[config.mk]
export PLATFORM = sky130hd
export DESIGN_NAME = modem_regbank
export DESIGN_NICKNAME = d
export VERILOG_FILES = /design/src/rtl/modem_regbank_pkg.sv /design/src/rtl/modem_regbank_ctrl.sv /design/src/rtl/modem_regbank_dp.sv /design/src/rtl/modem_regbank.sv
export SDC_FILE = /design/constraint.sdc
export NUM_CORES = 1
export LEC_CHECK = 0
export ABC_CLOCK_PERIOD_IN_PS = 3000
export BUFFER_PORTS_ARGS = -buffer_cell sky130_fd_sc_hd__buf_2
export CAP_MARGIN = 20
export CORE_MARGIN = 4
export CORE_UTILIZATION = 50
export DETAILED_ROUTE_END_ITERATION = 16
export PLACE_DENSITY = 0.93
export SYNTH_ARGS = -nofsm -noshare
export SYNTH_HDL_FRONTEND = slang
export SYNTH_SLANG_ARGS = --single-unit
[constraint.sdc]
create_clock -name clk -period 3 [get_ports clk]
set_clock_uncertainty 0.15 [all_clocks]
set_input_delay 0 -clock clk [delete_from_list [all_inputs] [get_ports clk]]
set_output_delay 0 -clock clk [all_outputs]
set_load 0.05 [all_outputs]
[src/rtl/modem_regbank_pkg.sv]
package modem_regbank_pkg;

  localparam int DATA_W  = 8;
  localparam int MAP_BIT = 6;

  // one-hot write strobes from decode to storage
  typedef struct packed {
    logic wrMode;
    logic wrLine;
    logic wrAux;
  } wrStrobe_t;

  typedef enum logic [1:0] {
    RD_NONE = 2'd0,
    RD_MODE = 2'd1,
    RD_LINE = 2'd2,
    RD_AUX  = 2'd3
  } rdSel_t;

  typedef struct packed {
    wrStrobe_t wr;
    rdSel_t    rd;
  } ctrlStrobe_t;

endpackage

[src/rtl/modem_regbank_ctrl.sv]
module modem_regbank_ctrl
  import modem_regbank_pkg::*;
#(
  parameter int ADDR_W    = 3,
  parameter int MODE_ADDR = 2,
  parameter int LINE_ADDR = 3
) (
  input  logic [ADDR_W-1:0] busAddr,
  input  logic              busWrEn,
  input  logic              mapActive,
  output ctrlStrobe_t       strobe
);

  localparam logic [ADDR_W-1:0] MODE_A = ADDR_W'(MODE_ADDR);
  localparam logic [ADDR_W-1:0] LINE_A = ADDR_W'(LINE_ADDR);

  logic hitMode;
  logic hitLine;

  assign hitMode = (busAddr == MODE_A);
  assign hitLine = (busAddr == LINE_A);

  always_comb begin
    strobe.wr.wrMode = busWrEn && hitMode;
    strobe.wr.wrLine = busWrEn && hitLine && !mapActive;
    strobe.wr.wrAux  = busWrEn && hitLine && mapActive;
    if (hitMode)                    strobe.rd = RD_MODE;
    else if (hitLine && mapActive)  strobe.rd = RD_AUX;
    else if (hitLine)               strobe.rd = RD_LINE;
    else                            strobe.rd = RD_NONE;
  end

endmodule

[src/rtl/modem_regbank_dp.sv]
module modem_regbank_dp
  import modem_regbank_pkg::*;
#(
  parameter int SYNC_STAGES = 2
) (
  input  logic              clk,
  input  logic              rstN,
  input  ctrlStrobe_t       strobe,
  input  logic [DATA_W-1:0] busWrData,
  input  logic              txBaudClk,
  input  logic              rxRawBit,
  output logic [DATA_W-1:0] busRdData,
  output logic [DATA_W-1:0] modeCtrl,
  output logic [DATA_W-1:0] lineCtrl,
  output logic              mapActive,
  output logic              txSrcAlt,
  output logic [1:0]        sqThresh
);

  logic [DATA_W-1:0] modeReg;
  logic [DATA_W-1:0] lineReg;
  logic [3:1]        auxCfg;   // bit3 source select, bits2:1 threshold
  logic [1:0]        liveBits; // {baud clock, raw rx bit}
  logic [DATA_W-1:0] auxView;

  always_ff @(posedge clk or negedge rstN) begin
    if (!rstN) begin
      modeReg <= '0;
      lineReg <= '0;
      auxCfg  <= '0;
    end else begin
      if (strobe.wr.wrMode) modeReg <= busWrData;
      if (strobe.wr.wrLine) lineReg <= busWrData;
      if (strobe.wr.wrAux)  auxCfg  <= busWrData[3:1];
    end
  end

  generate
    if (SYNC_STAGES == 0) begin : g_direct
      assign liveBits = {txBaudClk, rxRawBit};
    end else begin : g_sync
      logic [1:0] stageQ [SYNC_STAGES];
      always_ff @(posedge clk or negedge rstN) begin
        if (!rstN) begin
          for (int i = 0; i < SYNC_STAGES; i++) stageQ[i] <= '0;
        end else begin
          stageQ[0] <= {txBaudClk, rxRawBit};
          for (int i = 1; i < SYNC_STAGES; i++) stageQ[i] <= stageQ[i-1];
        end
      end
      assign liveBits = stageQ[SYNC_STAGES-1];
    end
  endgenerate

  assign auxView = {1'b0, liveBits[1], liveBits[0], 1'b0, auxCfg, 1'b0};

  always_comb begin
    unique case (strobe.rd)
      RD_MODE: busRdData = modeReg;
      RD_LINE: busRdData = lineReg;
      RD_AUX:  busRdData = auxView;
      default: busRdData = '0;
    endcase
  end

  assign modeCtrl  = modeReg;
  assign lineCtrl  = lineReg;
  assign mapActive = modeReg[MAP_BIT];
  assign txSrcAlt  = auxCfg[3];
  assign sqThresh  = auxCfg[2:1];

endmodule

[src/rtl/modem_regbank.sv]
module modem_regbank
  import modem_regbank_pkg::*;
#(
  parameter int ADDR_W      = 3,
  parameter int MODE_ADDR   = 2,
  parameter int LINE_ADDR   = 3,
  parameter int SYNC_STAGES = 2
) (
  input  logic              clk,
  input  logic              rstN,
  input  logic [ADDR_W-1:0] busAddr,
  input  logic [DATA_W-1:0] busWrData,
  input  logic              busWrEn,
  output logic [DATA_W-1:0] busRdData,
  input  logic              txBaudClk,
  input  logic              rxRawBit,
  output logic [DATA_W-1:0] modeCtrl,
  output logic [DATA_W-1:0] lineCtrl,
  output logic              txSrcAlt,
  output logic [1:0]        sqThresh
);

  ctrlStrobe_t strobe;
  logic        mapActive;

  modem_regbank_ctrl #(
    .ADDR_W(ADDR_W), .MODE_ADDR(MODE_ADDR), .LINE_ADDR(LINE_ADDR)
  ) u_ctrl (
    .busAddr(busAddr), .busWrEn(busWrEn), .mapActive(mapActive), .strobe(strobe)
  );

  modem_regbank_dp #(.SYNC_STAGES(SYNC_STAGES)) u_dp (
    .clk(clk), .rstN(rstN), .strobe(strobe), .busWrData(busWrData),
    .txBaudClk(txBaudClk), .rxRawBit(rxRawBit), .busRdData(busRdData),
    .modeCtrl(modeCtrl), .lineCtrl(lineCtrl), .mapActive(mapActive),
    .txSrcAlt(txSrcAlt), .sqThresh(sqThresh)
  );

endmodule

==> flow_metrics.env, run 1 <==
export IMPL_fillCellCount=154
export IMPL_clock_sink_count=23
export IMPL_critPathMaxFanout=9
export IMPL_cp_end_kind="flop"
export IMPL_dr_total_vias=796
export IMPL_slew_headroom_pct=55.3
export IMPL_drt_first_iter_violations=7
export IMPL_clock_insertion_delay_at_the_later_pin_of_the_skew_report_ns=0.31
export IMPL_clk_root_buffer_cell="sky130_fd_sc_hd__clkbuf_4"
export IMPL_place_worst_setup_slack_ns=1.18
export IMPL_grt_antenna_before_repair=0
export IMPL_worst_setup_path_type="input pin to flop"
export IMPL_worst_endpoint_required_ns=3.06
export IMPL_synth_seq_cells=23
export IMPL_instance_area_after_placement_um2=1250
export IMPL_grt_total_usage_pct=17.7
export IMPL_power_per_cell_area_nw_per_um2=818
export IMPL_vias_per_cell=5.10
export IMPL_ys_seq_area_share_pct=55.6
export IMPL_worstMarginPinSlew_ns=0.667
export IMPL_static_leakage_power_nw=0.670
export IMPL_worst_endpoint_arrival_ns=1.94
export IMPL_drtAntennaViolNets=0
export IMPL_seq_area_um2=576
export IMPL_fp_coreArea_um2=1960
export IMPL_dieArea_um2=2860
export IMPL_hold_violations=0
export IMPL_die_width_um=53.5
export IMPL_stdcell_area_um2=1400
export IMPL_maxCapViolations=0
export IMPL_detailedPlacementHpwl_um=1680
export IMPL_status="complete, no violations"
export IMPL_routed_wl_um=2360
export IMPL_grt_pass1_wl_um=3590
export IMPL_grt_max_degree=24
export IMPL_finalSetupTns_ns=0
export IMPL_drive_above_1_share_pct=52.7
export IMPL_design_portCount=43
export IMPL_areaGrowthSynthToFinish_pct=34.7
export IMPL_vdd_drop_max_v=0.000585
export IMPL_finalSetupViolCount=0
export IMPL_finalWorstPathRequiredPeriod_ns=1.88
export IMPL_finalCoreUtilization_pct=71.1
export IMPL_layout_setup_ws_ns=1.12
export IMPL_cts_tree="yes"
export IMPL_syn_mean_instance_area_um2=13.6
export IMPL_overflow=0
export IMPL_placement_rows=16
export IMPL_maxSlewViolCount=0
export IMPL_worstSetupStartpointType="input pin"
export IMPL_syn_instance_count=76
export IMPL_firstDrtPassIters=3
export IMPL_smallest_hold_slack_ns=0.0188
export IMPL_synth_cell_types=17
export IMPL_die_h_um=53.5
export IMPL_initial_utilization_pct=52.8
export IMPL_synth_cell_area_um2=1040
export IMPL_gp_routability_congestion=0.746
export IMPL_fin_crit_sh_pct=62.6
export IMPL_number_of_global_route_vias_before_repair=762
export IMPL_routed_wire_length_per_instance_um=15.1
export IMPL_diodes=0
export IMPL_rsz_0062_raised_after_global_routing="false"
export IMPL_max_freq_ghz=0.533
export IMPL_synthesis_nets=92
export IMPL_multiInputGateArea_um2=425
export IMPL_tritoncts_num_buffers=3
export IMPL_final_nets=146
export IMPL_ctsLongestPathBuffers=2
export IMPL_worst_setup_hold_path_clk_slew_ns=0.12
export IMPL_cts_htree_levels=1
export IMPL_yosysWarnings=0
export IMPL_detail_route_drc_violations=0
export IMPL_worstHoldPathType="input pin to async pin"
export IMPL_portBuffers=42
-- metrics by stage --
stage	total power, mW	cells
floorplan	0.867	76
global placement	0.977	140
detailed placement	0.996	140
CTS	1.14	156
global route	1.19	156
finish	1.14	156
-- state kept, by name, indices dropped and copies added, names as in the netlist --
register	count
u_dp.liveBits	2
u_dp.modeCtrl	8
u_dp.g_sync.stageQ	2
u_dp.lineCtrl	8
u_dp.auxCfg	3
-- synthesized netlist by cell type --
master                     count  area share (%)
sky130_fd_sc_hd__a21oi_1       4             1.9
sky130_fd_sc_hd__nand3b_1      3             2.2
sky130_fd_sc_hd__buf_2         1            0.48
sky130_fd_sc_hd__inv_1         1            0.36
sky130_fd_sc_hd__nor3_2        1            0.97
sky130_fd_sc_hd__mux2_2       19              21
sky130_fd_sc_hd__a311oi_1      1            0.85
sky130_fd_sc_hd__mux2i_1       4             3.9
sky130_fd_sc_hd__or3b_4        1             1.1
sky130_fd_sc_hd__nand2b_1      4             2.4
sky130_fd_sc_hd__nor3b_4       1             1.8
sky130_fd_sc_hd__nand3_2       1            0.97
sky130_fd_sc_hd__a211oi_1      4             2.9
sky130_fd_sc_hd__dfrtp_1      23              56
sky130_fd_sc_hd__nor2_1        4             1.4
sky130_fd_sc_hd__buf_4         3             2.2
sky130_fd_sc_hd__clkbuf_1      1            0.36
-- worst paths after layout --
check,endpoint,from,cells past startpoint,slack (ns)
setup / recovery,u_dp.modeCtrl[0],busAddr[2],5,1.12
hold / removal,u_dp.lineCtrl[7],rstN,2,0.02
setup reg to reg,u_dp.lineCtrl[0],u_dp.modeCtrl[6],2,1.17
hold reg to reg,u_dp.liveBits[0],u_dp.g_sync.stageQ[2],0,0.22
max in group asynchronous,u_dp.auxCfg[3],rstN,2,2.34
min in group clk,u_dp.auxCfg[3],busWrEn,4,0.04
-- worst max-delay path, cell delays in order --
cell                            delay [ns]
sky130_fd_sc_hd__dlygate4sd3_1        0.53
sky130_fd_sc_hd__buf_2                0.14
sky130_fd_sc_hd__nand2b_1             0.33
sky130_fd_sc_hd__nor3b_4              0.54
sky130_fd_sc_hd__mux2_2               0.40
-- where the power goes --
group	switching (mW)	total, mW	internal, mW
registers	0.0675	0.454	0.386
logic	0.390	0.545	0.155
clock network	0.0902	0.142	0.0520
-- cells in the final DEF, fill, tap and decap left out --
| cell type | Yosys | layout |
|---|---|---|
| sky130_fd_sc_hd__a211oi_1 | 4 | 4 |
| sky130_fd_sc_hd__a21oi_1 | 4 | 4 |
| sky130_fd_sc_hd__a311oi_1 | 1 | 1 |
| sky130_fd_sc_hd__buf_2 | 1 | 42 |
| sky130_fd_sc_hd__clkbuf_1 | 1 | 1 |
| sky130_fd_sc_hd__clkbuf_4 | 0 | 3 |
| sky130_fd_sc_hd__dfrtp_1 | 23 | 23 |
| sky130_fd_sc_hd__dlygate4sd3_1 | 0 | 12 |
| sky130_fd_sc_hd__inv_1 | 1 | 1 |
| sky130_fd_sc_hd__mux2_2 | 19 | 19 |
| sky130_fd_sc_hd__mux2i_1 | 4 | 4 |
| sky130_fd_sc_hd__nand2b_1 | 4 | 4 |
| sky130_fd_sc_hd__nand3_2 | 1 | 1 |
| sky130_fd_sc_hd__nand3b_1 | 3 | 3 |
| sky130_fd_sc_hd__nor2_1 | 4 | 4 |
| sky130_fd_sc_hd__nor3_2 | 1 | 1 |
| sky130_fd_sc_hd__nor3b_4 | 1 | 1 |
| sky130_fd_sc_hd__or3b_4 | 1 | 1 |
-- layer usage --
metal / vias to the layer above / share of wire [%] / track usage, %
li1: 376 / - / -
met4: 0 / 1.1 / 5.11
met5: - / 0 / 0
met2: 27 / 50 / 30.2
met3: 2 / 6.8 / 3.66
met1: 391 / 42 / 22.6
-- what timing repair did --
action                                 4_1_cts  5_1_grt
endpoints found under the hold margin       44        0
hold buffers                                12        0
setup buffers                                0        0
gates resized for setup                      0        0
-- cells by family after synthesis --
family | synth area share [%]
multiplexers | 24.5
flip-flops | 55.6
AND/OR/NAND/NOR | 10.9
AO/OA/AOI/OAI | 5.68
buffers and inverters | 3.38
-- cell type report --
| type | instances | area share, % |
|---|---|---|
| flip-flops and latches | 23 | 41.3 |
| multi-input cells | 47 | 30.5 |
| repair buffers | 54 | 23.7 |
| well taps | 27 | 2.42 |
| clock buffers | 4 | 1.88 |
| inverters | 1 | 0.269 |
Note: power is estimated with default switching activity, not from simulation.
==> inputs of run 2 (changes only) <==
--- a/config.mk
+++ b/config.mk
@@ -5,13 +5,13 @@
 export SDC_FILE = /design/constraint.sdc
 export NUM_CORES = 1
 export LEC_CHECK = 0
-export ABC_CLOCK_PERIOD_IN_PS = 3000
+export ABC_CLOCK_PERIOD_IN_PS = 1500
 export BUFFER_PORTS_ARGS = -buffer_cell sky130_fd_sc_hd__buf_2
 export CAP_MARGIN = 20
 export CORE_MARGIN = 4
-export CORE_UTILIZATION = 50
+export CORE_UTILIZATION = 42
 export DETAILED_ROUTE_END_ITERATION = 16
-export PLACE_DENSITY = 0.93
+export PLACE_DENSITY = 0.84
 export SYNTH_ARGS = -nofsm -noshare
 export SYNTH_HDL_FRONTEND = slang
 export SYNTH_SLANG_ARGS = --single-unit
==> constraint.sdc (replaced) <==
create_clock -name clk -period 1.5 [get_ports clk]
set_clock_uncertainty 0.15 [all_clocks]
set_input_delay 0 -clock clk [delete_from_list [all_inputs] [get_ports clk]]
set_output_delay 0 -clock clk [all_outputs]
set_load 0.05 [all_outputs]
==> run 2 against run 1 <==
The flow now finishes with violations (setup timing). Setup slack worse by 1.3 ns. Largest power group unchanged. Count of clock-buffer cells in the layout did not move. Utilization is 0.14 points higher. Largest cell class unchanged. Flip-flop and latch count did not move. Hold slack got worse by 0.015 ns. Sequential share of layout area shrank 5.4 points. Clock power up 110%.
==> flow_metrics.env, run 2 (same netlist as run 1, synthesis figures left out) <==
export IMPL_status="finished, violations left"
export IMPL_violations="setup timing"
export IMPL_diodes=0
export IMPL_maxCapViolations=0
export IMPL_areaGrowthSynthToFinish_pct=56.5
export IMPL_finalSetupViolCount=16
export IMPL_finalWorstPathRequiredPeriod_ns=1.63
export IMPL_grt_pass1_wl_um=4270
export IMPL_design_portCount=43
export IMPL_vias_per_cell=5.01
export IMPL_gp_routability_congestion=0.752
export IMPL_grt_antenna_before_repair=0
export IMPL_routed_wire_length_per_instance_um=15.5
export IMPL_drt_first_iter_violations=12
export IMPL_die_width_um=57.7
export IMPL_cp_top_family="flip-flops"
export IMPL_stdcell_area_um2=1620
export IMPL_grt_max_degree=24
export IMPL_drtAntennaViolNets=0
export IMPL_routed_top_layer="met3"
export IMPL_worst_r2r_setup_slack_ns=-0.04
export IMPL_fin_crit_sh_pct=109
export IMPL_wl_met1_um=1040
export IMPL_cts_htree_levels=1
export IMPL_critPathMaxFanout=9
export IMPL_maxSlewViolCount=0
export IMPL_most_common_layout_cells="34 x sky130_fd_sc_hd__buf_2, 18 x sky130_fd_sc_hd__dfrtp_1, 16 x sky130_fd_sc_hd__mux2_2, 12 x sky130_fd_sc_hd__dlygate4sd3_1, 10 x sky130_fd_sc_hd__buf_6"
export IMPL_tritoncts_num_buffers=3
export IMPL_drive_above_1_share_pct=65.9
export IMPL_power_per_cell_area_nw_per_um2=1520
export IMPL_clock_insertion_delay_at_the_later_pin_of_the_skew_report_ns=0.31
export IMPL_vdd_drop_max_v=0.00111
export IMPL_number_of_global_route_vias_before_repair=880
export IMPL_worstMarginPinSlew_ns=0.488
export IMPL_flop_pwr_share_pct=36.6
export IMPL_slew_headroom_pct=67.5
export IMPL_dp_cells=148
export IMPL_routed_wl_met3_um=190
export IMPL_worst_path_bufs_invs=2
export IMPL_power_share_combinational_pct=51.5
export IMPL_finalCoreUtilization_pct=71.2
export IMPL_worst_setup_hold_path_clk_slew_ns=0.13
export IMPL_max_freq_ghz=0.612
export IMPL_grt_total_usage_pct=16.5
export IMPL_cells_traversed_along_the_worst_timing_path="buf_12 -> mux2i_1 -> a211oi_4 -> buf_6"
export IMPL_clk_root_buffer_cell="sky130_fd_sc_hd__clkbuf_4"
export IMPL_worst_setup_path_type="flop to output port"
export IMPL_instances_no_fill=166
export IMPL_p_switching_mw=1.17
export IMPL_clock_power_share_pct=11.9
export IMPL_routed_wl_um=2570
export IMPL_hold_violations=0
export IMPL_layout_cells_most_common="sky130_fd_sc_hd__buf_2"
export IMPL_cts_tree="yes"
export IMPL_portBuffers=42
export IMPL_detail_route_drc_violations=0
export IMPL_final_nets=155
export IMPL_firstDrtPassIters=4
export IMPL_placement_rows=17
export IMPL_clock_sink_count=23
export IMPL_cp_end_kind="output port"
export IMPL_worst_endpoint_required_ns=1.35
export IMPL_timing_critical_path_slowest_cell_delay_ns=0.46
export IMPL_static_leakage_power_nw=0.737
export IMPL_rsz_0062_raised_after_global_routing="true"
export IMPL_worst_endpoint_arrival_ns=1.48
export IMPL_fraction_of_power_spent_switching_nets_pct=47.4
export IMPL_place_worst_setup_slack_ns=0.0313
export IMPL_layout_setup_ws_ns=-0.135
export IMPL_initial_utilization_pct=45.5
export IMPL_cpMaxStageDelayCell="sky130_fd_sc_hd__dfrtp_2"
export IMPL_instance_area_after_placement_um2=1380
export IMPL_overflow=0
export IMPL_dr_total_vias=831
export IMPL_intPower_mw=1.30
export IMPL_worstHoldPathType="input pin to async pin"
export IMPL_worstSetupStartpointType="flop"
export IMPL_ctsLongestPathBuffers=2
export IMPL_wl_met2_um=1330
export IMPL_detailedPlacementHpwl_um=1840
export IMPL_die_h_um=57.7
export IMPL_critical_path_cell_count=4
export IMPL_dieArea_um2=3330
export IMPL_reg2reg_depth=4
export IMPL_fp_coreArea_um2=2280
==> run 2: cell types whose count changed in the layout (fill, tap and decap cells not counted), sizes merged <==
| cell | before | now |
|---|---|---|
| buf | 42 | 51 |
==> run 2: repair_timing <==
action,4_1_cts,5_1_grt
setup endpoints to repair,9,19
buffers inserted,1,1
endpoints found under the hold margin,44,0
hold buffers,12,0
pin swaps,5,1
gates resized for setup,19,5
==> run 2: metal layers <==
metal | vias up | GRT usage [%]
met2 | 29 | 28.5
met3 | 0 | 4.01
met5 | - | 0
met1 | 410 | 21.3
met4 | 0 | 2.98
li1 | 392 | -
==> run 2: final timing paths <==
check	start	to
max	u_dp.modeCtrl[6]	busRdData[2]
min	rstN	u_dp.modeCtrl[1]
max reg2reg	u_dp.modeCtrl[6]	u_dp.lineCtrl[5]
min reg2reg	u_dp.g_sync.stageQ[2]	u_dp.liveBits[0]
max in group asynchronous	rstN	u_dp.lineCtrl[3]
min in group clk	busWrEn	u_dp.auxCfg[1]
==> run 2: per-stage QoR <==
| stage | hold WS (ns) | setup TNS (ns) | total power [mW] |
|---|---|---|---|
| final | 0.00420 | -0.795 | 2.47 |
| after detailed placement | -0.154 | 0 | 2.09 |
| after global placement | -0.162 | 0 | 2.06 |
| after global routing | 0.0601 | -1.54 | 2.58 |
| after CTS | 0.0405 | -0.695 | 2.44 |
| after floorplan | -0.446 | -0.396 | 1.80 |
==> run 2: worst register-to-register path, delay by kind of cell, from the launching register on <==
family / cells / cell delay (ns)
buffers and inverters: 2 / 0.33
multiplexers: 1 / 0.33
AND/OR/NAND/NOR: 1 / 0.17
flip-flops: 1 / 0.46
==> run 2: final cells by class <==
type | instances | area (um^2)
fill | 174 | 654
timing repair buffer | 63 | 468
clock buffer | 4 | 26.3
inverter | 1 | 3.75
sequential | 23 | 582
multi-input combinational | 47 | 507
tap | 28 | 35.0
==> run 2: power by group through the flow <==
stage | Combinational, mW | Sequential, mW | Clock, mW
final | 1.27 | 0.903 | 0.293
after global routing | 1.33 | 0.929 | 0.328
after CTS | 1.25 | 0.900 | 0.293
after detailed placement | 1.18 | 0.915 | 0
after global placement | 1.16 | 0.902 | 0
after floorplan | 0.395 | 1.40 | 0
